--- src/rtl/orx_pkg.sv ---
package orx_pkg;

    typedef enum logic [2:0] {
        RX_IDLE  = 3'd0,
        RX_START = 3'd1,
        RX_DATA  = 3'd2,
        RX_PAR   = 3'd3,
        RX_STOP  = 3'd4
    } rx_state_e;

endpackage

--- src/rtl/orx_frame_fsm.sv ---
module orx_frame_fsm
    import orx_pkg::*;
#(
    parameter int unsigned MAX_BITS = 8,
    parameter int unsigned OVS_LO   = 16,
    parameter int unsigned OVS_HI   = 64
) (
    input  logic                clk,
    input  logic                rst_n,
    input  logic                samp_tick,
    input  logic                rxd,
    input  logic                rx_en,
    input  logic [1:0]          len_sel,
    input  logic                par_en,
    input  logic                par_even,
    input  logic                fac_sel,
    output logic                done,
    output logic [MAX_BITS-1:0] data,
    output logic                par_bad,
    output logic                stop_bad,
    output logic                all_space
);
    localparam int unsigned CNT_W = $clog2(OVS_HI);
    localparam int unsigned IDX_W = $clog2(MAX_BITS);
    localparam logic [CNT_W-1:0] LO_HALF_M1 = CNT_W'(OVS_LO / 2 - 1);
    localparam logic [CNT_W-1:0] HI_HALF_M1 = CNT_W'(OVS_HI / 2 - 1);
    localparam logic [CNT_W-1:0] LO_FULL_M1 = CNT_W'(OVS_LO - 1);
    localparam logic [CNT_W-1:0] HI_FULL_M1 = CNT_W'(OVS_HI - 1);
    localparam logic [IDX_W-1:0] SHORTEST_M1 = IDX_W'(MAX_BITS - 4);

    typedef struct packed {
        rx_state_e             st;
        logic [CNT_W-1:0]      cnt;
        logic [IDX_W-1:0]      idx;
        logic [MAX_BITS-1:0]   sh;
        logic                  pbit;
    } fsm_s;

    fsm_s q, d;
    logic done_c;
    logic [CNT_W-1:0] half_m1, full_m1;
    logic [IDX_W-1:0] last_idx;

    assign half_m1  = fac_sel ? HI_HALF_M1 : LO_HALF_M1;
    assign full_m1  = fac_sel ? HI_FULL_M1 : LO_FULL_M1;
    assign last_idx = SHORTEST_M1 + IDX_W'(len_sel);

    always_comb begin
        d      = q;
        done_c = 1'b0;
        case (q.st)
            RX_IDLE: begin
                if (samp_tick && !rxd) begin
                    d.st  = RX_START;
                    d.cnt = CNT_W'(1);
                end
            end
            RX_START: begin
                if (samp_tick) begin
                    if (rxd) begin
                        d.st = RX_IDLE;
                    end else if (q.cnt == half_m1) begin
                        d.st  = RX_DATA;
                        d.cnt = '0;
                        d.idx = '0;
                        d.sh  = '0;
                        d.pbit = 1'b0;
                    end else begin
                        d.cnt = q.cnt + 1'b1;
                    end
                end
            end
            RX_DATA: begin
                if (samp_tick) begin
                    if (q.cnt == full_m1) begin
                        d.cnt        = '0;
                        d.sh[q.idx]  = rxd;
                        if (q.idx == last_idx) begin
                            d.st = par_en ? RX_PAR : RX_STOP;
                        end else begin
                            d.idx = q.idx + 1'b1;
                        end
                    end else begin
                        d.cnt = q.cnt + 1'b1;
                    end
                end
            end
            RX_PAR: begin
                if (samp_tick) begin
                    if (q.cnt == full_m1) begin
                        d.cnt  = '0;
                        d.pbit = rxd;
                        d.st   = RX_STOP;
                    end else begin
                        d.cnt = q.cnt + 1'b1;
                    end
                end
            end
            RX_STOP: begin
                if (samp_tick) begin
                    if (q.cnt == full_m1) begin
                        done_c = 1'b1;
                        d.cnt  = '0;
                        d.st   = RX_IDLE;
                    end else begin
                        d.cnt = q.cnt + 1'b1;
                    end
                end
            end
            default: d.st = RX_IDLE;
        endcase
        if (!rx_en) begin
            d.st  = RX_IDLE;
            d.cnt = '0;
        end
    end

    always_ff @(posedge clk or negedge rst_n) begin
        if (!rst_n) begin
            q.st   <= RX_IDLE;
            q.cnt  <= '0;
            q.idx  <= '0;
            q.sh   <= '0;
            q.pbit <= 1'b0;
        end else begin
            q <= d;
        end
    end

    assign done      = done_c & rx_en;
    assign data      = q.sh;
    assign stop_bad  = ~rxd;
    assign par_bad   = par_en & (^q.sh ^ q.pbit ^ ~par_even);
    assign all_space = (q.sh == '0) & ~(par_en & q.pbit) & ~rxd;

    // a start candidate that sees mark again goes back to idle
    assert_start_glitch_R1: assert property (@(posedge clk) disable iff (!rst_n)
        (q.st == RX_START && samp_tick && rxd && rx_en) |=> (q.st == RX_IDLE));

    // bits above the selected length are never filled
    assert_zero_fill_R3: assert property (@(posedge clk) disable iff (!rst_n)
        done |-> ((data >> ({1'b0, last_idx} + 1'b1)) == '0));

    // a disabled receiver sits in idle
    assert_idle_when_off_R11: assert property (@(posedge clk) disable iff (!rst_n)
        !rx_en |=> (q.st == RX_IDLE));

endmodule

--- src/rtl/orx_flags.sv ---
module orx_flags #(
    parameter int unsigned MAX_BITS = 8
) (
    input  logic                clk,
    input  logic                rst_n,
    input  logic                rxd,
    input  logic                done,
    input  logic [MAX_BITS-1:0] data_in,
    input  logic                par_bad,
    input  logic                stop_bad,
    input  logic                all_space,
    input  logic                rd_pulse,
    input  logic                err_clr,
    output logic [MAX_BITS-1:0] rx_data,
    output logic                rx_rdy,
    output logic                par_err,
    output logic                frm_err,
    output logic                ovr_err,
    output logic                brk_det
);
    typedef struct packed {
        logic [MAX_BITS-1:0] dat;
        logic                rdy;
        logic                par;
        logic                frm;
        logic                ovr;
        logic                run;
        logic                brk;
    } flag_s;

    flag_s q, d;
    logic  deliver;

    assign deliver = done & ~all_space;

    always_comb begin
        d = q;
        if (rd_pulse) d.rdy = 1'b0;
        if (err_clr) begin
            d.par = 1'b0;
            d.frm = 1'b0;
            d.ovr = 1'b0;
        end
        if (done && stop_bad) d.frm = 1'b1;
        if (deliver) begin
            d.dat = data_in;
            d.rdy = 1'b1;
            if (par_bad) d.par = 1'b1;
            if (q.rdy && !rd_pulse) d.ovr = 1'b1;
        end
        if (rxd) begin
            d.run = 1'b0;
            d.brk = 1'b0;
        end else if (done && stop_bad) begin
            if (q.run) d.brk = 1'b1;
            d.run = 1'b1;
        end
    end

    always_ff @(posedge clk or negedge rst_n) begin
        if (!rst_n) begin
            q <= '0;
        end else begin
            q <= d;
        end
    end

    assign rx_data = q.dat;
    assign rx_rdy  = q.rdy;
    assign par_err = q.par;
    assign frm_err = q.frm;
    assign ovr_err = q.ovr;
    assign brk_det = q.brk;

    // delivery over an unread character flags overrun
    assert_overrun_R6: assert property (@(posedge clk) disable iff (!rst_n)
        (deliver && rx_rdy && !rd_pulse) |=> ovr_err);

    // a read without a new arrival empties the holding register
    assert_read_clears_R7: assert property (@(posedge clk) disable iff (!rst_n)
        (rd_pulse && !deliver) |=> !rx_rdy);

    // framing flag survives until cleared
    assert_sticky_R8: assert property (@(posedge clk) disable iff (!rst_n)
        (frm_err && !err_clr) |=> frm_err);

    // mark on the line ends a break indication
    assert_brk_release_R9: assert property (@(posedge clk) disable iff (!rst_n)
        rxd |=> !brk_det);

    // an all-space frame never raises the ready flag
    assert_space_frame_R10: assert property (@(posedge clk) disable iff (!rst_n)
        (done && all_space && !rx_rdy) |=> !rx_rdy);

endmodule

--- src/rtl/orx_receiver.sv ---
module orx_receiver #(
    parameter int unsigned MAX_BITS = 8,
    parameter int unsigned OVS_LO   = 16,
    parameter int unsigned OVS_HI   = 64
) (
    input  logic                clk,
    input  logic                rst_n,
    input  logic                samp_tick,
    input  logic                rxd,
    input  logic                rx_en,
    input  logic [1:0]          len_sel,
    input  logic                par_en,
    input  logic                par_even,
    input  logic                fac_sel,
    input  logic                rd_pulse,
    input  logic                err_clr,
    output logic [MAX_BITS-1:0] rx_data,
    output logic                rx_rdy,
    output logic                par_err,
    output logic                frm_err,
    output logic                ovr_err,
    output logic                brk_det
);
    logic                done;
    logic [MAX_BITS-1:0] data;
    logic                par_bad;
    logic                stop_bad;
    logic                all_space;

    orx_frame_fsm #(
        .MAX_BITS (MAX_BITS),
        .OVS_LO   (OVS_LO),
        .OVS_HI   (OVS_HI)
    ) i_frame (
        .clk       (clk),
        .rst_n     (rst_n),
        .samp_tick (samp_tick),
        .rxd       (rxd),
        .rx_en     (rx_en),
        .len_sel   (len_sel),
        .par_en    (par_en),
        .par_even  (par_even),
        .fac_sel   (fac_sel),
        .done      (done),
        .data      (data),
        .par_bad   (par_bad),
        .stop_bad  (stop_bad),
        .all_space (all_space)
    );

    orx_flags #(
        .MAX_BITS (MAX_BITS)
    ) i_flags (
        .clk       (clk),
        .rst_n     (rst_n),
        .rxd       (rxd),
        .done      (done),
        .data_in   (data),
        .par_bad   (par_bad),
        .stop_bad  (stop_bad),
        .all_space (all_space),
        .rd_pulse  (rd_pulse),
        .err_clr   (err_clr),
        .rx_data   (rx_data),
        .rx_rdy    (rx_rdy),
        .par_err   (par_err),
        .frm_err   (frm_err),
        .ovr_err   (ovr_err),
        .brk_det   (brk_det)
    );

endmodule

--- config.mk ---
export PLATFORM = sky130hd
export DESIGN_NAME = orx_receiver
export DESIGN_NICKNAME = d
export VERILOG_FILES = /design/src/rtl/orx_pkg.sv /design/src/rtl/orx_frame_fsm.sv /design/src/rtl/orx_flags.sv /design/src/rtl/orx_receiver.sv
export SDC_FILE = /design/constraint.sdc
export NUM_CORES = 1
export LEC_CHECK = 0
export ABC_AREA = 0
export BUFFER_PORTS_ARGS = -buffer_cell sky130_fd_sc_hd__buf_2
export CORE_UTILIZATION = 40
export DETAILED_ROUTE_END_ITERATION = 16
export SLEW_MARGIN = 20
export SYNTH_ARGS = -nofsm -noshare
export SYNTH_HDL_FRONTEND = slang
export SYNTH_SLANG_ARGS = --single-unit
--- constraint.sdc ---
create_clock -name clk -period 2.44 [get_ports clk]
set_clock_uncertainty 0.1 [all_clocks]
set_input_delay 0.488 -clock clk [delete_from_list [all_inputs] [get_ports clk]]
set_output_delay 0.488 -clock clk [all_outputs]
set_load 0.005 [all_outputs]
==> out/results.tsv, run 1 <==
metric	value	unit
status	completed	
GRT Util Overall	18.05	%
FF-to-FF End	i_frame.q[18]	
Hold Buf Count CTS	0	
First-pass DRT Iterations	5	
post_cts resized	0	
CTS tree	done	
Final Power	1.087	mW
first-pass GRT wire length	7.624	mm
post-DR vias/cell	5.342	
ANT nets after route	0	
Final Cell Area	2352	um^2
vias post-DR	1736	
antenna violations before repair	0	
post-synth top area share	40.67	%
Synth Warn #	0	
Area Overhead vs Synth	9.239	%
final worst-path cycle share	91.01	%
# diodes	0	
CTS buffer count	5	
final worst path period need	2.221	ns
Final #Nets	272	
CP required	2.50	ns
total clock sinks	35	
Reg2Reg Depth	5	
Psw	0.2750	mW
Worst Hold Class	primary input to async pin	
most common cell in the netlist	dfrtp_1	
post-place setup slack	0.1353	ns
I/O pin count	25	
clock share of power	38.3	%
Post-synth ARST share	100.0	%
maximum vdd drop	0.1907	mV
Worst-Margin Slew	0.7759	ns
part of the power in combinational logic	7.5	%
remaining global-route overflow	0	
placed cell count	317	
final-report max-slew violation count	0	
Non-Filler Instances	325	
Power Density	462.1	nW/um^2
# port buffers	24	
CP Launch Type	flip-flop	
Remaining DRCs	0	
Gate Count Post-Synth	236	
PnR worst setup slack	0.2194	ns
number of flops mapped to enable cells by yosys	0	
initial DRC count	108	
setup TNS	0	ns
Hold WS	0.1706	ns
Netlist Area Pre-Place	2153	um^2
CP Max Fanout	5	
total leakage power	1.110	nW
Core Region	5140	um^2
setup slack, reg-to-reg	0.22	ns
Int Power	0.8120	mW
RSZ-0062 raised after global routing	no	
drt total wl	4.465	mm
layout cell share with drive strength beyond 1	21.57	%
reg2reg start	i_frame.q[15]	
FMAX	0.4503	GHz
largest area contributor in the netlist	dfrtp_1	
Max-Cap Viols	0	
Initial Utilization	41.89	%
Routability Congestion	0.8883	
placed inst area	2267	um^2
Longest Clk Path Bufs	2	
Distinct cells, synth	51	
top post-synthesis cells by area	dfrtp_1, mux2_2, nand2_1, o21ai_0, ha_1	
# setup viols final	0	
syn_nets	254	
DR WL/cell	13.74	um
largest net degree at the start of global routing	36	
Seq cells post-synth	35	
Fillers	541	
Post-CTS Setup Inserts	0	
Worst EP arrival	2.28	ns
max_slew headroom	48.27	%
Post-Route Utilization	45.76	%
CTS clock-pin slew for the worst setup and hold paths	0.08	ns
clock latency on the worst-skew pair	0.29	ns
Primary FF master, synth	dfrtp_1	
die width	75.37	um
row count	26	
sw frac	25.30	%
register area share after synthesis	40.67	%
die height	75.37	um
crit end category	flip-flop	
number of hold violations in the final report	0	
number of global-route vias before repair	1655	
H-tree depth	2	
die area	5681	um^2
syn avg cell area	9.124	um^2
Reg power frac	54.2	%
Setup CP Type	flip-flop to flip-flop	
top cells by count, synth	dfrtp_1, nand2_1, inv_1, nor2_1, o21ai_0	
Root Buffer	clkbuf_8	
registers in the layout, summed over array words and instances, names as in the netlist:
| signal | flops |
|---|---|
| i_flags.rx_data | 8 |
| i_flags.q | 1 |
| i_flags.frm_err | 1 |
| i_flags.rx_rdy | 1 |
| i_flags.par_err | 1 |
| i_flags.ovr_err | 1 |
| i_frame.q | 13 |
| i_flags.brk_det | 1 |
| i_frame.data | 8 |
placed cells by master (no fill, tap or decap), types with 4 or more instances in the layout:
master and count:
ha_1 6, buf_2 24, nor2_1 17, inv_1 17
o22ai_1 4, nand3_1 11, o21ai_0 16, a21oi_1 10
dfrtp_1 35, o31ai_1 4, xnor2_1 7, mux2_2 9
clkbuf_8 5, buf_4 7, nand2_1 26, xor2_1 4
routing by layer:
layer | track usage [%] | share of wire (%) | vias to the layer above
li1 | - | - | 866
met1 | 24.22 | 48 | 829
met2 | 29.86 | 47 | 36
met3 | 3.175 | 3.7 | 5
met4 | 5.556 | 1.0 | 0
met5 | 0 | 0 | -
kinds of logic after synthesis:
family,synth area share [%]
multiplexers,6.101
adder cells (fa/ha/maj),3.486
buffers and inverters,9.762
XOR/XNOR,4.474
AND/OR/NAND/NOR,18.19
flip-flops,40.67
AO/OA/AOI/OAI,17.32
worst max-delay path: stages (launching register included):
cell and delay [ns]:
dfrtp_1 0.43, or3_4 0.42, a211oi_2 0.29, o32ai_1 0.12
or4_1 0.58, mux2i_1 0.15
worst max-delay path by stage:
stage,from,to,cells after the start
2_1_floorplan,i_frame.q[12],i_flags.rx_data[0],7
3_3_place_gp,fac_sel,i_frame.q[18],6
3_5_place_dp,fac_sel,i_frame.q[19],6
4_1_cts,i_frame.q[15],i_frame.q[18],5
5_1_grt,i_frame.q[16],i_frame.q[9],5
6_report,i_frame.q[15],i_frame.q[18],5
layout make-up:
type / count / area (um^2) / share of cell area (%)
clock inverters: 2 / 12.51 / 0.5319
repair buffers: 31 / 172.7 / 7.340
flip-flops and latches: 35 / 875.8 / 37.23
clock buffers: 6 / 72.57 / 3.085
well taps: 70 / 87.58 / 3.723
inverters: 17 / 63.81 / 2.713
multi-input cells: 164 / 1067 / 45.37
power by group through the flow:
stage	combinational (mW)	sequential [mW]	clock, mW
6_report	0.0812	0.589	0.416
5_1_grt	0.0924	0.590	0.449
4_1_cts	0.0825	0.589	0.427
3_5_place_dp	0.0823	0.601	0
3_3_place_gp	0.0822	0.601	0
2_1_floorplan	0.0538	0.596	0
(Power assumes the default switching activity.)
==> run 2, diff against run 1 <==
- MAX_ROUTING_LAYER: not set -> met4
==> run 2 against run 1 <==
Against the previous run:
- critical path depth did not move
- via count fell by 0.12%
- routed wire length fell by 0.74%
- largest cell class unchanged
- highest routed layer unchanged
==> out/results.tsv, run 2 (synthesized netlist as in run 1, its figures left out) <==
metric	value	unit
status	completed	
Max-Cap Viols	0	
post-DR vias/cell	5.335	
DR WL/cell	13.64	um
die width	75.37	um
CP Max Fanout	5	
total clock sinks	35	
Largest delay share family, worst path	simple AND/OR/NAND/NOR gates	
CP required	2.50	ns
max_slew headroom	48.37	%
CTS buffer count	5	
Hold Buf Count CTS	0	
clock latency on the worst-skew pair	0.29	ns
Worst EP arrival	2.27	ns
CTS tree	done	
First-pass DRT Iterations	5	
max reg flops	13	
Core Region	5140	um^2
Final Power	1.085	mW
row count	26	
initial DRC count	112	
CP Cell Sequence	or3_4 > a211oi_2 > o32ai_1 > or4_1 > mux2i_1	
commonest cells after routing, fill and taps aside	dfrtp_1, nand2_1, buf_2	
die area	5681	um^2
drt total wl	4.432	mm
CP peak stage delay	0.59	ns
placed inst area	2267	um^2
number of global-route vias before repair	1651	
die height	75.37	um
Area Overhead vs Synth	9.239	%
FMAX	0.4530	GHz
maximum vdd drop	0.1896	mV
layout cell share with drive strength beyond 1	21.57	%
Final #Nets	272	
setup TNS	0	ns
Setup CP Type	flip-flop to flip-flop	
CP Launch Type	flip-flop	
Largest Register	i_frame.q	
remaining global-route overflow	0	
number of hold violations in the final report	0	
H-tree depth	2	
I/O pin count	25	
Worst path slowest cell	or4_1	
# diodes	0	
CTS clock-pin slew for the worst setup and hold paths	0.08	ns
RSZ-0062 raised after global routing	no	
post_cts resized	0	
GRT Util Overall	18.68	%
final worst-path cycle share	90.47	%
Buffers & Inverters on Critical Path	0	
Final Cell Area	2352	um^2
Worst Hold Class	primary input to async pin	
Initial Utilization	41.89	%
Longest Clk Path Bufs	2	
Routability Congestion	0.9032	
crit end category	flip-flop	
# port buffers	24	
largest net degree at the start of global routing	36	
antenna violations before repair	0	
vias post-DR	1734	
final-report max-slew violation count	0	
final worst path period need	2.207	ns
Power Density	461.4	nW/um^2
ANT nets after route	0	
first-pass GRT wire length	7.652	mm
Worst-Margin Slew	0.7745	ns
Root Buffer	clkbuf_8	
total leakage power	1.110	nW
# setup viols final	0	
Remaining DRCs	0	
Post-CTS Setup Inserts	0	
most common cell after layout, fill and taps aside	dfrtp_1	
-- run 2: worst reg2reg max path, stage by stage (launching register included) --
cell	delay, ns
dfrtp_1	0.43
or3_4	0.42
a211oi_2	0.27
o32ai_1	0.11
or4_1	0.59
mux2i_1	0.15
-- run 2: power breakdown --
group	switching [mW]	leakage (nW)	internal [mW]
clock	0.215	0.0412	0.200
combinational	0.0514	0.586	0.0298
sequential	0.00674	0.483	0.583
total	0.273	1.11	0.812
-- run 2: final timing paths --
kind | depth (start not counted) | slack, ns | start | end
worst max register to register | 5 | 0.23 | i_frame.q[15] | i_frame.q[18]
worst min-delay path | 1 | 0.17 | rst_n | i_frame.data[4]
worst max-delay path | 5 | 0.23 | i_frame.q[15] | i_frame.q[18]
min in group clk | 2 | 0.32 | err_clr | i_flags.par_err
worst min register to register | 1 | 0.40 | i_flags.rx_data[6] | i_flags.rx_data[6]
max in group asynchronous | 1 | 1.56 | rst_n | i_frame.q[20]
-- run 2: final cells by class --
type | count | area, um^2
sequential | 35 | 875.8
fill | 541 | 2788
tap | 70 | 87.58
clock inverter | 2 | 12.51
multi-input combinational | 164 | 1067
clock buffer | 6 | 72.57
inverter | 17 | 63.81
timing repair buffer | 31 | 172.7
-- run 2: per-layer routing --
layer | routed length [um] | global-route usage, % | up-vias
met1 | 2133 | 24.39 | 830
met5 | 0 | - | -
li1 | - | - | 867
met4 | 43 | 5.556 | 0
met3 | 159 | 3.175 | 5
met2 | 2095 | 29.86 | 32
-- run 2: stage by stage --
stage / std cells / worst slack (ns) / utilization (%) / hold WS (ns)
3_5_place_dp: 317 / 0.1353 / 44.11 / 0.3892
2_1_floorplan: 236 / 0.3461 / - / 0.09241
6_report: 325 / 0.2326 / 45.76 / 0.1722
4_1_cts: 325 / 0.2385 / 45.76 / 0.2087
3_3_place_gp: 317 / 0.1480 / 44.11 / 0.3764
5_1_grt: 325 / 0.1015 / 45.76 / 0.2454
==> run 3, diff against run 2 <==
- REMOVE_ABC_BUFFERS: not set -> 1
==> run 3 against run 2 <==
Against the previous run:
- sequential power about the same
- design area grew 2.3%
- combinational power is 5.9% higher
- clock power grew 23%
- die area did not move
- utilization is 1.1 points higher
- sequential cell count did not move
- via count grew 0.35%
- sequential share of layout area fell by 0.85 points
- worst hold slack better by 0.0070 ns
- register-to-register slack worse by 0.04 ns
- critical endpoint is now i_frame.q[9]
==> out/results.tsv, run 3 (synthesized netlist as in run 1, its figures left out) <==
metric	value	unit
reg2reg start	i_frame.q[12]	
I/O pin count	25	
H-tree depth	2	
First-pass DRT Iterations	4	
final worst-path cycle share	92.15	%
Remaining DRCs	0	
PnR worst setup slack	0.1916	ns
Area Overhead vs Synth	11.80	%
CTS tree	done	
commonest cells after routing, fill and taps aside	dfrtp_1, nand2_1, buf_2	
Post-CTS Setup Inserts	0	
Root Buffer	clkbuf_8	
status	completed	
crit end category	flip-flop	
ANT nets after route	0	
Max-Cap Viols	0	
most common cell after layout, fill and taps aside	dfrtp_1	
Hold Buf Count CTS	0	
setup slack, reg-to-reg	0.19	ns
FMAX	0.4448	GHz
drt total wl	4.579	mm
clock share of power	43.0	%
Setup CP Type	flip-flop to flip-flop	
Final Power	1.186	mW
Fillers	543	
CP required	2.51	ns
post-DR vias/cell	5.289	
CP Max Fanout	5	
Routability Congestion	0.8699	
Reg power frac	49.7	%
Final Cell Area	2407	um^2
CTS buffer count	5	
largest net degree at the start of global routing	36	
Non-Filler Instances	329	
post-place setup slack	0.1257	ns
number of global-route vias before repair	1578	
Hold WS	0.1792	ns
Int Power	0.9157	mW
first-pass GRT wire length	7.465	mm
clock latency on the worst-skew pair	0.29	ns
final worst path period need	2.248	ns
vias post-DR	1740	
FF-to-FF End	i_frame.q[9]	
setup TNS	0	ns
CP Launch Type	flip-flop	
Worst Hold Class	primary input to async pin	
RSZ-0062 raised after global routing	no	
Longest Clk Path Bufs	2	
# port buffers	24	
post_cts resized	0	
max_slew headroom	46.58	%
Largest Register	i_frame.q	
remaining global-route overflow	0	
part of the power in combinational logic	7.2	%
total leakage power	1.145	nW
final-report max-slew violation count	0	
Initial Utilization	41.89	%
Core Region	5140	um^2
DR WL/cell	13.92	um
# setup viols final	0	
placed inst area	2305	um^2
Post-Route Utilization	46.84	%
GRT Util Overall	18.27	%
sw frac	22.80	%
Reg2Reg Depth	7	
max reg flops	13	
Worst EP arrival	2.32	ns
layout cell share with drive strength beyond 1	22.78	%
Psw	0.2705	mW
die height	75.37	um
number of hold violations in the final report	0	
row count	26	
placed cell count	322	
initial DRC count	76	
Worst-Margin Slew	0.8013	ns
die area	5681	um^2
total clock sinks	35	
Final #Nets	277	
CTS clock-pin slew for the worst setup and hold paths	0.07	ns
# diodes	0	
antenna violations before repair	0	
die width	75.37	um
maximum vdd drop	0.2450	mV
DP HPWL	3.296	mm
Power Density	492.7	nW/um^2
run 3: worst max-delay path by stage:
stage | start | end | slack [ns] | cells after the start
5_1_grt | i_frame.q[12] | i_frame.q[9] | 0.03 | 7
2_1_floorplan | i_frame.q[12] | i_flags.rx_data[0] | 0.23 | 6
3_5_place_dp | fac_sel | i_frame.q[19] | 0.13 | 6
6_report | i_frame.q[12] | i_frame.q[9] | 0.19 | 7
3_3_place_gp | fac_sel | i_frame.q[18] | 0.16 | 6
4_1_cts | i_frame.q[12] | i_frame.q[9] | 0.19 | 7
run 3: power by group through the flow:
stage                     Clock (mW)  Combinational, mW  Sequential, mW
after floorplan                    0             0.0391           0.599
after global placement             0             0.0876           0.601
after detailed placement           0             0.0866           0.601
after CTS                      0.522             0.0872           0.589
after global routing           0.540             0.0967           0.590
final                          0.510             0.0860           0.590
run 3: metal layers:
| metal | global-route usage, % | wire length (um) | part of all wire (%) | vias to the layer above |
|---|---|---|---|---|
| li1 | - | - | - | 868 |
| met1 | 24.16 | 2197 | 48 | 826 |
| met2 | 27.98 | 2139 | 47 | 40 |
| met3 | 3.571 | 168 | 3.7 | 6 |
| met5 | - | 0 | 0 | - |
| met4 | 6.584 | 74 | 1.6 | 0 |
run 3: worst max-delay path: stages, from the launching register on:
cell and delay [ns]:
dfrtp_1 0.40, ha_1 0.21, and3_2 0.23, o21ai_1 0.16
buf_4 0.20, a211oi_1 0.40, o21bai_1 0.16, mux2_2 0.28
run 3: final cells by class:
type                    count  area [um^2]  area share, %
flip-flops and latches     35        875.8          36.38
clock inverters             1        30.03          1.247
clock buffers               6        72.57          3.015
well taps                  70        87.58          3.638
multi-input cells         164         1067          44.33
inverters                  17        63.81          2.651
repair buffers             36        210.2          8.732
